`config.mk`:
```
export PLATFORM = sky130hd
export DESIGN_NAME = mp_ctrl
export DESIGN_NICKNAME = d
export VERILOG_FILES = /design/src/rtl/mp_pkg.sv /design/src/rtl/mp_token.sv /design/src/rtl/mp_level.sv /design/src/rtl/mp_ctrl.sv
export SDC_FILE = /design/constraint.sdc
export NUM_CORES = 1
export LEC_CHECK = 0
export CORE_UTILIZATION = 45
export CTS_BUF_LIST = sky130_fd_sc_hd__clkbuf_4 sky130_fd_sc_hd__clkbuf_8
export DETAILED_ROUTE_END_ITERATION = 12
export PLACE_DENSITY = 0.65
export RECOVER_POWER = 50
export SYNTH_ARGS = -nofsm -noshare
export SYNTH_HDL_FRONTEND = slang
export SYNTH_HIERARCHICAL = 1
export SYNTH_SLANG_ARGS = --single-unit
```
`constraint.sdc`:
```
create_clock -name clk -period 2.95 [get_ports clk]
set_input_delay 0.4425 -clock clk [delete_from_list [all_inputs] [get_ports clk]]
set_output_delay 0.4425 -clock clk [all_outputs]
set_load 0.05 [all_outputs]
```
`src/rtl/mp_pkg.sv`:
```
package mp_pkg;
  typedef enum logic [2:0] {
    PH_PRE,
    PH_HSE,
    PH_EVAL,
    PH_DONE,
    PH_HSP,
    PH_PCHG
  } phase_e;

  localparam int unsigned ROT_AMT = 3;
  localparam logic [15:0] KEY_BASE = 16'h5A5A;
endpackage

```
`src/rtl/mp_token.sv`:
```
module mp_token (
  input  logic clk,
  input  logic rst_n,
  input  logic sig_i,
  input  logic take_i,
  output logic tok_o
);
  logic prev_q;
  logic held_q;
  logic rise;

  assign rise  = sig_i & ~prev_q;
  assign tok_o = held_q | rise;

  always_ff @(posedge clk) begin
    if (!rst_n) begin
      prev_q <= 1'b0;
      held_q <= 1'b0;
    end else begin
      prev_q <= sig_i;
      held_q <= take_i ? 1'b0 : tok_o;
    end
  end

  // a second edge never lands on a pending one, so no word is overwritten
  p_no_overrun_r5: assert property (@(posedge clk) disable iff (!rst_n)
    held_q |-> !rise);
endmodule

```
`src/rtl/mp_level.sv`:
```
module mp_level
  import mp_pkg::*;
#(
  parameter int unsigned W        = 16,
  parameter int unsigned EVAL_CYC = 6,
  parameter int unsigned PCHG_CYC = 3,
  parameter int unsigned IDX      = 0,
  parameter bit          PASS     = 1'b0
) (
  input  logic         clk,
  input  logic         rst_n,
  input  logic         p2_i,
  input  logic         p1_i,
  input  logic [W-1:0] d_i,
  output logic [W-1:0] q_o,
  output logic         intclk_o,
  output logic         done_o,
  output logic         hold_o,
  output logic         latch_o
);
  localparam int unsigned MAXC = (EVAL_CYC > PCHG_CYC) ? EVAL_CYC : PCHG_CYC;
  localparam int unsigned CW   = $clog2(MAXC + 1);
  localparam logic [CW-1:0] E_LD = CW'(EVAL_CYC - 1);
  localparam logic [CW-1:0] P_LD = CW'(PCHG_CYC - 1);
  localparam logic [3:0]    TAG  = 4'(IDX);
  localparam logic [W-1:0]  KEY  = W'(KEY_BASE ^ {4{TAG}});

  function automatic logic [W-1:0] stage_out(input logic [W-1:0] x);
    logic [W-1:0] r;
    r = (x << ROT_AMT) | (x >> (W - ROT_AMT));
    if (PASS) return x;
    return r ^ KEY;
  endfunction

  phase_e        st_q, st_d;
  logic [CW-1:0] cnt_q;
  logic          go_tok;
  logic          rel_tok;
  logic          at_pre;
  logic          at_done;

  assign at_pre  = (st_q == PH_PRE);
  assign at_done = (st_q == PH_DONE);

  mp_token u_go (
    .clk    (clk),
    .rst_n  (rst_n),
    .sig_i  (p2_i),
    .take_i (at_pre),
    .tok_o  (go_tok)
  );

  mp_token u_rel (
    .clk    (clk),
    .rst_n  (rst_n),
    .sig_i  (p1_i),
    .take_i (at_done),
    .tok_o  (rel_tok)
  );

  always_comb begin
    st_d = st_q;
    case (st_q)
      PH_PRE:  if (go_tok) st_d = PH_HSE;
      PH_HSE:  st_d = PH_EVAL;
      PH_EVAL: if (cnt_q == '0) st_d = PH_DONE;
      PH_DONE: if (rel_tok) st_d = PH_HSP;
      PH_HSP:  st_d = PH_PCHG;
      PH_PCHG: if (cnt_q == '0) st_d = PH_PRE;
      default: st_d = PH_PRE;
    endcase
  end

  always_ff @(posedge clk) begin
    if (!rst_n) begin
      st_q  <= PH_PRE;
      cnt_q <= '0;
      q_o   <= '0;
    end else begin
      st_q <= st_d;
      if (st_q == PH_HSE)      cnt_q <= E_LD;
      else if (st_q == PH_HSP) cnt_q <= P_LD;
      else if (cnt_q != '0)    cnt_q <= cnt_q - 1'b1;
      if (st_q == PH_HSE) q_o <= stage_out(d_i);
    end
  end

  assign intclk_o = (st_q == PH_EVAL) | (st_q == PH_DONE) | (st_q == PH_HSP);
  assign done_o   = (st_q == PH_DONE) | (st_q == PH_HSP) | (st_q == PH_PCHG);
  assign hold_o   = at_done;
  assign latch_o  = (st_q == PH_HSE);

  // evaluation starts only from the precharged state
  p_eval_from_pre_r9: assert property (@(posedge clk) disable iff (!rst_n)
    $rose(intclk_o) |-> !$past(done_o));

  // completion rises only at the end of an evaluation
  p_done_after_eval_r9: assert property (@(posedge clk) disable iff (!rst_n)
    $rose(done_o) |-> (intclk_o && $past(intclk_o)));

  // the latched word changes only when a new evaluation begins
  p_latch_on_eval_r5: assert property (@(posedge clk) disable iff (!rst_n)
    !$stable(q_o) |-> $rose(intclk_o));
endmodule

```
`src/rtl/mp_ctrl.sv`:
```
module mp_ctrl
  import mp_pkg::*;
#(
  parameter int unsigned IN_W       = 16,
  parameter int unsigned OUT_W      = 14,
  parameter int unsigned NLVL       = 4,
  parameter int unsigned EVAL_CYC   = 6,
  parameter int unsigned PCHG_CYC   = 3,
  parameter int unsigned DELAY_MASK = 32'h4
) (
  input  logic             clk,
  input  logic             rst_n,
  input  logic             in_valid,
  input  logic [IN_W-1:0]  in_data,
  output logic             in_ack,
  output logic             out_valid,
  output logic [OUT_W-1:0] out_data,
  input  logic             out_ack,
  output logic [NLVL-1:0]  lvl_intclk,
  output logic [NLVL-1:0]  lvl_done
);
  localparam int unsigned LAST = NLVL - 1;

  logic [IN_W-1:0] q_w [NLVL];
  logic [NLVL-1:0] hold_w;
  logic [NLVL-1:0] latch_w;
  logic [NLVL-1:0] eval_w;

  for (genvar k = 0; k < NLVL; k++) begin : g_lvl
    logic            p2_s;
    logic            p1_s;
    logic [IN_W-1:0] d_s;

    if (k == 0) begin : g_head
      assign p2_s = in_valid;
      assign d_s  = in_data;
    end else begin : g_body
      assign p2_s = lvl_done[k-1];
      assign d_s  = q_w[k-1];
    end

    if (k == LAST) begin : g_tail
      assign p1_s = out_ack;
    end else begin : g_mid
      assign p1_s = lvl_intclk[k+1];
    end

    mp_level #(
      .W        (IN_W),
      .EVAL_CYC (EVAL_CYC),
      .PCHG_CYC (PCHG_CYC),
      .IDX      (k),
      .PASS     (((DELAY_MASK >> k) & 1) != 0)
    ) u_level (
      .clk      (clk),
      .rst_n    (rst_n),
      .p2_i     (p2_s),
      .p1_i     (p1_s),
      .d_i      (d_s),
      .q_o      (q_w[k]),
      .intclk_o (lvl_intclk[k]),
      .done_o   (lvl_done[k]),
      .hold_o   (hold_w[k]),
      .latch_o  (latch_w[k])
    );

    assign eval_w[k] = lvl_intclk[k] & ~lvl_done[k];
  end

  for (genvar k = 0; k < LAST; k++) begin : g_pair
    // neighbouring levels never evaluate together
    p_no_adjacent_eval_r8: assert property (@(posedge clk) disable iff (!rst_n)
      !(eval_w[k] && eval_w[k+1]));

    // a level captures only while its predecessor holds a finished word
    p_latch_needs_data_r5: assert property (@(posedge clk) disable iff (!rst_n)
      latch_w[k+1] |-> hold_w[k]);

    // a level gives up its word only after the next level has latched it
    p_release_after_latch_r5: assert property (@(posedge clk) disable iff (!rst_n)
      $fell(hold_w[k]) |-> $past(lvl_intclk[k+1]));
  end

  assign in_ack    = latch_w[0];
  assign out_valid = hold_w[LAST];
  assign out_data  = q_w[LAST][OUT_W-1:0];

  // the result is held, unchanged, until the consumer acknowledges
  p_out_hold_r5: assert property (@(posedge clk) disable iff (!rst_n)
    (out_valid && !(out_ack && !$past(out_ack))) |=> (out_valid && $stable(q_w[LAST])));

  // an acknowledge edge during a valid result clears it next cycle
  p_ack_clears_r6: assert property (@(posedge clk) disable iff (!rst_n)
    (out_valid && out_ack && !$past(out_ack)) |=> !out_valid);

  // the capture strobe never lasts two cycles
  p_ack_single_r2: assert property (@(posedge clk) disable iff (!rst_n)
    in_ack |=> !in_ack);
endmodule

```
==> metrics <==
status=finished, violations left; failing checks=capacitance limit, slew limit; CTS root buffer=clkbuf_8; cell count along the critical path=3; initial drt markers=120; Final period util=0.948; CP arrival=2.35 ns; CP peak stage delay=0.86 ns; Register-to-Register Path Depth=7; Tightest Hold Check Type=reg2reg; minimum clock period=2.80 ns; Final Max Slew Viols=38; number of setup violations in the final report=0; WP data required=2.51 ns; Fin. Hold Viols=0; Post-DP HPWL=5300 µm; antenna violations before repair=0; Design Power=3.52 mW; DRT antenna net count=0; maximum vdd drop=381 µV; # H-tree levels=3; core area=9240 µm²; Slew HR=-0.00401; total number of vias=3041; buffer and inverter count on the worst path=1; Netlist Area Pre-Place=4290 µm²; Max Freq=0.357 GHz; CTS tree=yes; total track usage=0.164; nets=510; total negative slack=0 ns; critical path's top delay family=buffers and inverters; kind of critical path=reg2out; unrepaired setup endpoints after global routing=false; CP Max Fanout=9; CP startpoint kind=flip-flop; # Max-Cap Violations=1; fill cell count=874; DRC=0; Gate Count Post-Synth=456; worst hold path endpoint=g_lvl[2].u_level/q_o[9]; final WL=7400 µm; layout cells sized above 1=0.133; Site Rows=35; pwr/cell area=722 nW/µm²; Pre-antenna DRT Iters=4; Inserted Clock Buffers=9; clk slew on worst S/H paths=0.09 ns; Core Util, Final=0.528; die height=99.6 µm; clk_skew=0.0108 ns; die extent in x=99.6 µm; post-CTS setup buffer count=0; buffers added on ports=41; final RePlAce weighted congestion=0.771; largest net degree at the start of global routing=39; Worst Hold Depth=2; clk sinks=96; crit-path cells=or3b_2, o21ai_0, clkdlybuf4s50_1; global-route wire length before repair=12900 µm; Ports=44; CP Capture Type=output pin; Hold Path Origin=g_lvl[1].u_level/q_o[9]; CP max stage cell=clkdlybuf4s50_1; Clock Path Buffers=2; yosys warns=6; R2R Setup Slk=1.05 ns; origin of the critical flop-to-flop path=g_lvl[2].u_level/st_q[1]; Avg Inst Size Synth=9.40 µm²; n_diodes=0; clk_lat worst skew=0.36 ns; Initial Utilization=0.464; Synth Net Count=484; overflow left after global routing=0; Leakage Power=2.19 nW; Layout area overhead=13.7%; die area=9920 µm²; vias per std cell=4.94; vias in the first global route=2832; RR Endpoint=g_lvl[3].u_level/st_q[0]; Slew @ Worst Pin=1.51 ns; per-cell routed wire length=12.0 µm
[stage by stage]
stage | hold slack, ns | setup WS (ns) | instances | area, µm²
finish | 0.451 | 0.153 | 616 | 4880
global route | 0.471 | 0.0417 | 616 | 4880
CTS | 0.456 | 0.0292 | 616 | 4900
detailed placement | 0.444 | 0.444 | 600 | 4650
global placement | 0.443 | 0.452 | 600 | 4650
floorplan | 0.431 | 0.924 | 456 | 4290
[report_power, final]
group	leakage (nW)	internal [mW]	switching [mW]	total, mW
Clock	0.126	0.608	0.443	1.05
Combinational	1.28	0.410	0.456	0.866
Sequential	0.780	1.48	0.124	1.60
[metal layers]
metal,vias up,part of all wire,global-route usage
met5,-,0,0
met4,0,0.011,0.0611
met3,7,0.038,0.0471
met2,54,0.42,0.250
met1,1394,0.54,0.220
li1,1586,-,-
[how the worst max path moves through the flow]
stage                                to                     start  slack (ns)
after floorplan           lvl_intclk[0]  g_lvl[0].u_level/st_q[1]        0.92
after global placement    lvl_intclk[1]  g_lvl[1].u_level/st_q[2]        0.45
after detailed placement  lvl_intclk[1]  g_lvl[1].u_level/st_q[2]        0.44
after CTS                 lvl_intclk[1]  g_lvl[1].u_level/st_q[2]        0.03
after global routing             in_ack  g_lvl[0].u_level/st_q[0]        0.04
final                     lvl_intclk[3]  g_lvl[3].u_level/st_q[2]        0.15
[flip-flops by register name (all words and copies together) (netlist names)]
| signal | count |
|---|---|
| g_lvl.u_level/cnt_q | 12 |
| g_lvl.u_level/q_o | 56 |
| g_lvl.u_level/st_q | 12 |
| g_lvl.u_level/u_go/held_q | 4 |
| g_lvl.u_level/u_go/prev_q | 4 |
| g_lvl.u_level/u_rel/held_q | 4 |
| g_lvl.u_level/u_rel/prev_q | 4 |
[layout by cell type, fill, tap and decap left out, types with 9 or more instances in the layout]
cell and instances:
nor2_1 9, o211a_1 29, a21boi_0 21, nand2_1 102
clkdlybuf4s50_1 39, clkbuf_8 11, o21ai_0 11, inv_1 20
a21oi_1 14, dfxtp_1 96
[final cells by class]
cell class / count / area [µm²] / share of cell area
clock inverters: 5 / 103 / 0.0210
flip-flops and latches: 96 / 1920 / 0.394
inverters: 24 / 113 / 0.0231
clock buffers: 11 / 151 / 0.0310
multi-input cells: 307 / 2000 / 0.411
well taps: 129 / 161 / 0.0331
repair buffers: 44 / 423 / 0.0867
[tightest hold or removal path: stages, from the launching register on]
cell and delay, ns:
dfxtp_1 0.33, nand2_2 0.06, a21oi_2 0.04
[what timing repair did]
action	in CTS	in global routing
hold buffers	0	0
setup endpoints to repair	0	1
gates resized for setup	0	1
(Power assumes the default switching activity.)
